==> src/rtl/iso_slot_exec.sv <==
module iso_slot_exec #(
  parameter int FIDX_W  = 14,
  parameter int PAGE_W  = 20,
  parameter int NPAGE   = 7,
  parameter int MPS_W   = 11,
  parameter int OFF_W   = 12,
  parameter int LEN_W   = 12,
  parameter int PGSEL_W = 3
) (
  input  logic                           clk,
  input  logic                           rst_n,
  input  logic                           start,
  input  logic [FIDX_W-1:0]              frame_idx,
  input  logic [8*(OFF_W+PGSEL_W+LEN_W+4)-1:0] desc_recs,
  input  logic [NPAGE*PAGE_W-1:0]        desc_pages,
  input  logic [6:0]                     ep_dev,
  input  logic [3:0]                     ep_num,
  input  logic                           ep_dir_in,
  input  logic [MPS_W-1:0]               ep_mps,
  output logic                           busy,
  output logic                           bus_req,
  output logic [PAGE_W+OFF_W-1:0]        bus_addr,
  output logic [6:0]                     bus_dev,
  output logic [3:0]                     bus_ep,
  output logic                           bus_dir_in,
  output logic [LEN_W-1:0]               bus_len,
  input  logic                           bus_done,
  input  logic [LEN_W-1:0]               bus_bytes,
  input  logic                           bus_err_buf,
  input  logic                           bus_err_babble,
  input  logic                           bus_err_xact,
  output logic                           wb_valid,
  output logic                           wb_skip,
  output logic [2:0]                     wb_idx,
  output logic [OFF_W+PGSEL_W+LEN_W+3:0] wb_rec
);
  localparam int IDX_W  = 3;
  localparam int REC_W  = OFF_W + PGSEL_W + LEN_W + 4;
  localparam int PG_LO  = OFF_W;
  localparam int LEN_LO = OFF_W + PGSEL_W;
  localparam int XERR   = LEN_LO + LEN_W;
  localparam int BAB    = XERR + 1;
  localparam int BERR   = XERR + 2;
  localparam int ACT    = XERR + 3;

  typedef enum logic [1:0] {S_IDLE, S_BUS, S_WB} state_t;
  state_t state;

  logic [REC_W-1:0]   rec_q, rec_sel, rec_upd;
  logic [IDX_W-1:0]   idx_q;
  logic               skip_q;
  logic [PAGE_W-1:0]  page_ptr;
  logic [LEN_W-1:0]   cur_len, mps_ext, len_left;
  logic [PGSEL_W-1:0] cur_pg;

  assign rec_sel = desc_recs[frame_idx[IDX_W-1:0]*REC_W +: REC_W];
  assign cur_len = rec_q[LEN_LO +: LEN_W];
  assign cur_pg  = rec_q[PG_LO +: PGSEL_W];
  assign mps_ext = LEN_W'(ep_mps);

  always_comb begin
    page_ptr = '0;
    for (int k = 0; k < NPAGE; k++)
      if (cur_pg == PGSEL_W'(k)) page_ptr = desc_pages[k*PAGE_W +: PAGE_W];
  end

  assign len_left = (cur_len >= bus_bytes) ? cur_len - bus_bytes : '0;

  always_comb begin
    rec_upd = rec_q;
    rec_upd[LEN_LO +: LEN_W] = len_left;
    rec_upd[ACT]  = 1'b0;
    rec_upd[BERR] = rec_q[BERR] | bus_err_buf;
    rec_upd[BAB]  = rec_q[BAB]  | bus_err_babble;
    rec_upd[XERR] = rec_q[XERR] | bus_err_xact;
  end

  always_ff @(posedge clk or negedge rst_n) begin
    if (!rst_n) begin
      state  <= S_IDLE;
      rec_q  <= '0;
      idx_q  <= '0;
      skip_q <= 1'b0;
    end else begin
      case (state)
        S_IDLE: if (start) begin
          idx_q  <= frame_idx[IDX_W-1:0];
          rec_q  <= rec_sel;
          skip_q <= !rec_sel[ACT];
          state  <= rec_sel[ACT] ? S_BUS : S_WB;
        end
        S_BUS: if (bus_done) begin
          rec_q <= rec_upd;
          state <= S_WB;
        end
        default: state <= S_IDLE;
      endcase
    end
  end

  assign busy       = (state != S_IDLE);
  assign bus_req    = (state == S_BUS);
  assign bus_addr   = {page_ptr, rec_q[OFF_W-1:0]};
  assign bus_dev    = ep_dev;
  assign bus_ep     = ep_num;
  assign bus_dir_in = ep_dir_in;
  assign bus_len    = (cur_len < mps_ext) ? cur_len : mps_ext;
  assign wb_valid   = (state == S_WB);
  assign wb_skip    = wb_valid & skip_q;
  assign wb_idx     = idx_q;
  assign wb_rec     = rec_q;
endmodule

==> config.mk <==
export PLATFORM = sky130hd
export DESIGN_NAME = iso_slot_exec
export DESIGN_NICKNAME = d
export VERILOG_FILES = /design/src/rtl/iso_slot_exec.sv
export SDC_FILE = /design/constraint.sdc
export NUM_CORES = 1
export LEC_CHECK = 0
export BUFFER_PORTS_ARGS = -buffer_cell sky130_fd_sc_hd__buf_4
export CAP_MARGIN = 20
export CORE_AREA = 2 2 209 211
export CTS_CLUSTER_SIZE = 14
export DETAILED_ROUTE_END_ITERATION = 12
export DIE_AREA = 0 0 211 213
export GPL_ROUTABILITY_DRIVEN = 0
export PLACE_DENSITY = 0.42
export RECOVER_POWER = 25
export SKIP_CTS_REPAIR_TIMING = 1
export SLEW_MARGIN = 25
export SYNTH_ARGS = -nofsm -noshare
export SYNTH_HDL_FRONTEND = slang
export SYNTH_SLANG_ARGS = --single-unit
==> constraint.sdc <==
create_clock -name clk -period 4 [get_ports clk]
set_input_delay 0.2 -clock clk [delete_from_list [all_inputs] [get_ports clk]]
set_output_delay 0.2 -clock clk [all_outputs]
set_load 0.005 [all_outputs]
[Word-level counts from Yosys, hierarchy flattened]
Index checks and enable logic that the tools add are counted.
Word-level totals
  bits in registers: 37
  bits of input ports: 444
  output and inout bits: 94
  logic and storage cells: 50
Operators by class
  add/sub/neg operators: 1
  multipliers: 1
  magnitude comparators: 2
  equal/unequal tests: 10
  shifts and indexed selects: 1
  muxes and demuxes: 16
  bitwise gates (word level): 5
  reductions and logical operators: 9
Operator list (count)
  $shiftx 248x9->31: 1
  $mux 20: 7
  $mux 31: 2
  $pmux 31 s2: 1
  $mux 12: 2
  $ge 12x12->1: 1
  $lt 12x11->1: 1
  $sub 12x12->12: 1
  $eq 3x3->1 const B: 3
  $mul 3x5->8 const B: 1
  $eq 3x2->1 const B: 2
  $mux 2: 3
  $reduce_and 3->1: 2
  $pmux 2 s2: 1
  $reduce_and 2->1: 2
  $reduce_bool 2->1: 2
  $eq 3x1->1 const B: 1
  $logic_not 3->1: 1
  $or 1x1->1: 3
  $eq 2x1->1 const B: 1
  $eq 2x2->1 const B: 1
  $logic_not 2->1: 1
  $ne 2x1->1 const B: 1
  $ne 2x2->1 const B: 1
  other kinds (3): 3

[Longest topological paths before layout]
Gate-level depths: netlist of run 1.
  word-level depth: 8
  depth in mapped cells: 9
  depth with buffers taken out: 9

[Worst setup path before layout of run 1]
No wires, ideal clock.
  kind: reg2reg
  from: register rec_q[15] (netlist: wb_rec[15])
  to: register rec_q[21] (netlist: wb_rec[21])
  setup time: 0.076 ns
  arrival time: 2.030 ns
  required time: 3.924 ns
  slack: 1.894 ns
  stages on the path, launching flop included: 10
  path buffers: 0
  period minus slack after synthesis: 2.106 ns
  cells stage by stage: dfrtp_1 -> inv_2 -> ha_1 -> fa_1 -> nand2b_1 -> a21oi_2 -> o211ai_1 -> a31oi_4 -> nand2_1 -> o21ai_1
Between the ends
  cells in the longest elaborated chain, start to end: 4
  elaborated cells between the ends (all ways): 5
  classes of those cells: 1 x add/sub; 1 x order compare; 3 x mux
RTL lines
  start: declaration: line 49  | logic [REC_W-1:0] rec_q, rec_sel, rec_upd;
  start signal: assignment: line 88  | rec_q <= rec_sel;
  start signal: assignment: line 93  | rec_q <= rec_upd;
  $sub 12x12->12 / $ge 12x12->1 (equally long branches): line 67  | assign len_left = (cur_len >= bus_bytes) ? cur_len - bus_bytes : '0;
  $mux 12 (*): line 67
  $mux 31 (*): line 92  | S_BUS: if (bus_done) begin
  $pmux 31 s2 (*): line 85  | case (state)
Mark *: on every way between the ends. The rest lies on a longest branch, timed or not. The select of a mux whose other input is x is not followed.
A chain may end at the register's enable or synchronous reset.

[Worst setup path after layout of run 1]
  from: register rec_q[16] (netlist: wb_rec[16])
  to: output bus_len[3]
Between the ends
  cells in the longest elaborated chain, start to end: 2
RTL lines
  $lt 12x11->1: line 107  | assign bus_len = (cur_len < mps_ext) ? cur_len : mps_ext;
  $mux 12: line 107
  end: declaration: line 26  | output logic [LEN_W-1:0] bus_len,
Every way passes these cells.

==> metrics.md, run 1 <==
| Metric | Value |
|---|---|
| Status | `complete, but fails checks` |
| Violated checks | `capacitance limit, slew limit` |
| Sequential share of the synthesized area | `16.5%` |
| HPWL Detailed | `24900 µm` |
| Post-layout minimum cycle time | `2750 ps` |
| Nets | `1519` |
| Crit-path max cell delay | `430 ps` |
| Synth Instances | `605` |
| FMAX | `364 MHz` |
| Worst Path Required | `3800 ps` |
| Critical path data arrival time | `2550 ps` |
| Synth-to-layout area growth | `75.7%` |
| Count leader, synth | `mux2i_1` |
| Top cells by area, synth | `mux4_2 25%, dfrtp_1 16%, mux2i_1 12%` |
| Crit Path Class | `flip-flop to output pin` |
| Library cells used by synthesis | `51` |
| Setup_tns | `0 ps` |
| Clk sinks | `37` |
| Clock tree from TritonCTS | `done` |
| Post-Place Setup Slack | `1530 ps` |
| Layout cells sized above 1 | `56.2%` |
| Final worst slack | `1250 ps` |
| Antenna violations before repair | `1` |
| VDD IR max | `0.194 mV` |
| Ports | `538` |
| Synth warn | `0` |
| Vias per inst | `4.10` |
| Post-synthesis cell type with the largest combined area | `mux4_2` |
| Fin crit share | `68.7%` |
| Pin count of the biggest net entering global routing | `64` |
| ANT cells | `0` |
| Register bit total from synthesis | `37` |
| Final Hold Viols | `0` |
| Routed length per instance | `17.9 µm` |
| Delay-heaviest family, CP | `compound AO/OA/AOI/OAI gates` |
| CP max stage cell | `dfrtp_1` |
| Critical-path maximum fanout | `11` |
| Post-Syn Nets | `1072` |
| LEAKAGE | `0.00474 µW` |
| CP Capture Type | `output pin` |
| CTS Buf Count | `5` |
| Starting Density | `13.1%` |
| Fin area | `9860 µm²` |
| DR iter-0 viols | `299` |
| PwrDens | `451 nW/µm²` |
| Die Area | `44900 µm²` |
| Max Clock Skew | `7.51 ps` |
| CP bufs+invs | `1` |
| TritonRoute pass-1 iters | `4` |
| Synth cell count leaders | `68 x mux2i_1, 62 x mux4_2, 60 x nor2_1` |
| RSZ-0062 raised after global routing | `no` |
| GRT Overall Usage | `12.1%` |
| Placed cell area | `9710 µm²` |
| Fin util | `23.1%` |
| Count of pins over their slew limit | `38` |
| Number of synthesized flops with an enable pin | `0` |
| Top cell type's share of synthesized area | `24.9%` |
| Critical path cell sequence | `ha_1 > a21boi_1 > o21ai_1 > a2111o_1 > o211ai_2 > mux2_1 > buf_4` |
| Maxcap violations | `1` |
| H-Tree Depth | `2` |
| Setup Viol. Count Final | `0` |
| CTS root buf | `clkbuf_16` |
| Post-synth ARST share | `100%` |
| Rows | `76` |
| First-pass GRT wire length | `40900 µm` |
| Clock transition at path regs | `70 ps` |
| DIE HEIGHT | `213 µm` |
| Post-synthesis cell area | `5610 µm²` |
| Number of global-route vias before repair | `6767` |
| Crit start category | `flip-flop` |
| FILL cells | `4751` |
| Worst-Skew Late Latency | `300 ps` |
| Hold WC Path Type | `input port to flip-flop` |
| Total grt overflow | `0` |
| Port bufs | `501` |
| DR vias | `6551` |
| Fin cells | `1599` |
| Worst slew pin tran | `2330 ps` |
| Number of placed cells counting well taps | `1590` |
| Slew headroom | `-55.0%` |
| Die width | `211 µm` |
| Antenna viol nets, final | `0` |
| Clock Tree Buf Depth | `2` |
| Core area | `42700 µm²` |
| DRT Wirelength | `28600 µm` |
| Synth Area per Inst | `9.28 µm²` |
| Post-route DRC | `0` |
| Top FF cell, synth | `dfrtp_1` |
==> state kept, by name (all words and copies together) (netlist names) <==
signal,flops
wb_rec,31
state,2
skip_q,1
wb_idx,3
==> path summary, 6_finish.rpt <==
path	startpoint	to	slack (ps)	cells after the start
min	bus_done	state[0]$_DFFE_PN0P_	210	3
min reg2reg	skip_q$_DFFE_PN0P_	skip_q$_DFFE_PN0P_	470	2
max reg2reg	wb_rec[15]$_DFFE_PN0P_	wb_rec[21]$_DFFE_PN0P_	1550	9
max in group asynchronous	rst_n	wb_rec[14]$_DFFE_PN0P_	1340	2
min in group asynchronous	rst_n	wb_rec[15]$_DFFE_PN0P_	1130	2
max	wb_rec[16]$_DFFE_PN0P_	bus_len[3]	1250	7
==> layout by cell type, fill, tap and decap left out, types with 2 or more instances in the layout <==
master	count
a21o_1	7
a21oi_1	45
a21oi_2	2
a221o_1	15
a22o_1	5
a31oi_1	4
and2_1	2
and3_1	2
buf_4	509
clkbuf_16	5
dfrtp_1	36
ha_1	22
inv_1	26
mux2_1	9
mux2_2	2
mux2i_1	68
mux4_2	62
nand2_1	57
nand2b_1	6
nand3_1	2
nor2_1	59
nor2b_1	6
o211ai_1	2
o21a_1	6
o21ai_0	45
o21ai_1	9
o221ai_1	4
xnor2_1	4
xor2_1	5
==> cell families (layout without fill, tap and decap cells) <==
logic type,Yosys count,count (layout),synth area share (%)
buffers and inverters,98,546,9.32
and+or+nand+nor,142,142,10.6
other,1,1,0.0668
adders and majority gates,23,23,5.26
muxes,141,141,39.2
DFF,37,37,16.5
xor gates and xnor gates,9,9,1.40
AOI/OAI and AO/OA,154,154,17.6
==> report_power, final <==
group,internal (µW),switching [µW]
registers,546,279
logic,1690,1510
clock network,232,184
==> layer usage <==
| layer | vias up | part of all wire (%) | track usage (%) |
|---|---|---|---|
| met2 | 278 | 50 | 20.8 |
| met1 | 3107 | 42 | 15.5 |
| met5 | - | 0 | 0 |
| li1 | 3146 | - | - |
| met3 | 20 | 6.8 | 2.59 |
| met4 | 0 | 1.2 | 2.67 |
==> cell type report <==
class                   instances  area, µm²  area share, %
multi-input cells             470       4170           42.3
repair buffers                511       3830           38.9
flip-flops and latches         37        927           9.40
well taps                     546        683           6.93
clock buffers                   5        125           1.27
inverters                      27        101           1.03
clock inverters                 3       21.3          0.216
==> worst register-to-register path: stages, from the launching register on <==
cell and delay (ps):
dfrtp_1 390, inv_2 60, ha_1 210, fa_1 400, nand2b_1 190, a21oi_2 240
o211ai_1 180, a31oi_4 400, nand2_1 150, o21ai_1 170
==> metrics by stage <==
step	hold slack [ps]	power, µW
final	208	4450
after global routing	261	4870
after CTS	-114	4550
after detailed placement	233	4100
after global placement	225	4100
after floorplan	-95.6	2560
(Power assumes the default switching activity.)
==> run 2: changes to the inputs <==
Settings changed: CORE_AREA 2 2 209 211 to 2 2 210 212, DIE_AREA 0 0 211 213 to 0 0 212 214, PLACE_DENSITY 0.42 to 0.43.
Clock period 4 ns to 2.3 ns, I/O delays scaled along.
==> run 2 against run 1 <==
Net effect:
- highest routed layer unchanged
- sequential share of layout area is 0.46 points lower
- power is 94% higher
- the flow finishes with violations (setup timing)
- combinational power is 100% higher
- global-route usage is 0.68 points higher
- critical path type unchanged
- count of clock-buffer cells in the layout stayed put
==> metrics.md, run 2 (synthesized netlist as in run 1, its figures left out) <==
| Metric | Value |
|---|---|
| CTS Buf Count | `5` |
| DIE HEIGHT | `214 µm` |
| Layout cells sized above 1 | `59.3%` |
| Port bufs | `501` |
| VDD IR max | `0.275 mV` |
| Clk sinks | `37` |
| Clock network power share | `8.8%` |
| Max layer used | `met4` |
| Hold WC Path Type | `input port to flip-flop` |
| Ports | `538` |
| RSZ-0062 raised after global routing | `yes` |
| Routed length per instance | `18.2 µm` |
| TritonRoute pass-1 iters | `4` |
| Synth-to-layout area growth | `85.3%` |
| Setup Viol. Count Final | `11` |
| Antenna viol nets, final | `0` |
| Number of global-route vias before repair | `7155` |
| Crit start category | `flip-flop` |
| Most common cell after layout, fill and taps aside | `buf_4` |
| Violated checks | `setup timing` |
| Fin crit share | `108%` |
| Nets | `1547` |
| Wire length on met2 | `15200 µm` |
| Largest register FFs | `31` |
| WL met1 | `12700 µm` |
| First-pass GRT wire length | `43900 µm` |
| Starting Density | `13.1%` |
| LEAKAGE | `0.00497 µW` |
| Net Sw Power | `3730 µW` |
| Most frequent cells in the layout | `517 x buf_4, 68 x mux2i_1, 62 x mux4_2, 59 x nor2_1, 57 x nand2_1` |
| Tot Pwr | `8620 µW` |
| DRT Wirelength | `30400 µm` |
| Critical path data arrival time | `2360 ps` |
| Critical-path maximum fanout | `6` |
| Worst-Skew Late Latency | `310 ps` |
| Clock Tree Buf Depth | `2` |
| HPWL Detailed | `26200 µm` |
| Total grt overflow | `0` |
| FMAX | `404 MHz` |
| PwrDens | `829 nW/µm²` |
| DR iter-0 viols | `275` |
| Pin count of the biggest net entering global routing | `45` |
| Slew headroom | `25.1%` |
| Post-layout minimum cycle time | `2480 ps` |
| Antenna violations before repair | `2` |
| Core area | `42900 µm²` |
| GRT Overall Usage | `12.8%` |
| Worst Path Required | `2180 ps` |
| Rows | `76` |
| Count of pins over their slew limit | `0` |
| Vias per inst | `4.06` |
| Final worst slack | `-178 ps` |
| DR vias | `6773` |
| Clock transition at path regs | `70 ps` |
| Final Hold Viols | `0` |
| Cell Int Power | `4890 µW` |
| Final hold slack | `109 ps` |
| Combinational share of power | `76.1%` |
| Reg power frac | `15.1%` |
| Post-route DRC | `0` |
| Maxcap violations | `0` |
| H-Tree Depth | `2` |
| Sw Ratio | `43.2%` |
| Die Area | `45400 µm²` |
| Die width | `212 µm` |
| Clock tree from TritonCTS | `done` |
| CTS root buf | `clkbuf_16` |
| Fin area | `10400 µm²` |
| Crit Path Class | `flip-flop to output pin` |
| Worst slew pin tran | `1120 ps` |
| Max Clock Skew | `7.02 ps` |
| CP Capture Type | `output pin` |
| Placed cell area | `10000 µm²` |
| Met3 Routed Length | `2090 µm` |
| Fin util | `24.2%` |
| Status | `complete, but fails checks` |
| Setup_tns | `-1750 ps` |
[run 2: cell types whose count changed in the layout (fill, tap and decap cells not counted), sizes merged]
| cell | before | now |
|---|---|---|
| buf | 509 | 536 |
| o211ai | 3 | 4 |
| diode | 0 | 2 |
[run 2: final cells by class]
cell class | instances | area [µm²]
Inverter | 27 | 101
Tap cell | 585 | 732
Clock inverter | 3 | 21.3
Clock buffer | 5 | 125
Sequential cell | 37 | 930
Antenna cell | 2 | 5.00
Timing Repair Buffer | 538 | 4170
Fill cell | 4698 | 32500
Multi-Input combinational cell | 471 | 4310
[run 2: worst paths after layout]
kind / startpoint / endpoint / slack [ps] / cells after the start
hold reg to reg: wb_idx[2]$_DFFE_PN0P_ / wb_idx[2]$_DFFE_PN0P_ / 480 / 2
setup / recovery: wb_rec[16]$_DFFE_PN0P_ / bus_len[0] / -180 / 7
min in group asynchronous: rst_n / wb_rec[15]$_DFFE_PN0P_ / 550 / 2
setup reg to reg: wb_rec[17]$_DFFE_PN0P_ / wb_rec[17]$_DFFE_PN0P_ / 160 / 8
max in group asynchronous: rst_n / wb_rec[14]$_DFFE_PN0P_ / 900 / 2
hold / removal: bus_done / state[0]$_DFFE_PN0P_ / 110 / 3
[run 2: power by group through the flow]
| stage | registers (µW) | clock network, µW | logic, µW |
|---|---|---|---|
| 2_1_floorplan | 1210 | 0 | 3240 |
| 3_3_place_gp | 1300 | 0 | 6180 |
| 3_5_place_dp | 1310 | 0 | 6160 |
| 4_1_cts | 1300 | 827 | 6180 |
| 5_1_grt | 1360 | 832 | 7170 |
| 6_report | 1300 | 759 | 6560 |
[run 2: through the flow]
step / setup slack (ps) / std cells
after global routing: -267 / 1668
final: -178 / 1668
after global placement: 66.5 / 1655
after floorplan: 194 / 605
after detailed placement: 70.1 / 1655
after CTS: -291 / 1663
[run 2: layer usage]
layer	track usage, %	up-vias
met3	2.26	23
met4	3.36	0
met2	22.3	314
met1	16.0	3228
li1	-	3208
met5	0	-
[run 2: critical path, stage by stage (launching register included)]
cell and delay [ps]:
dfrtp_1 380, ha_1 280, a21boi_2 170, o21ai_2 90
a2111o_1 450, o211ai_4 220, mux2_4 350, buf_6 120
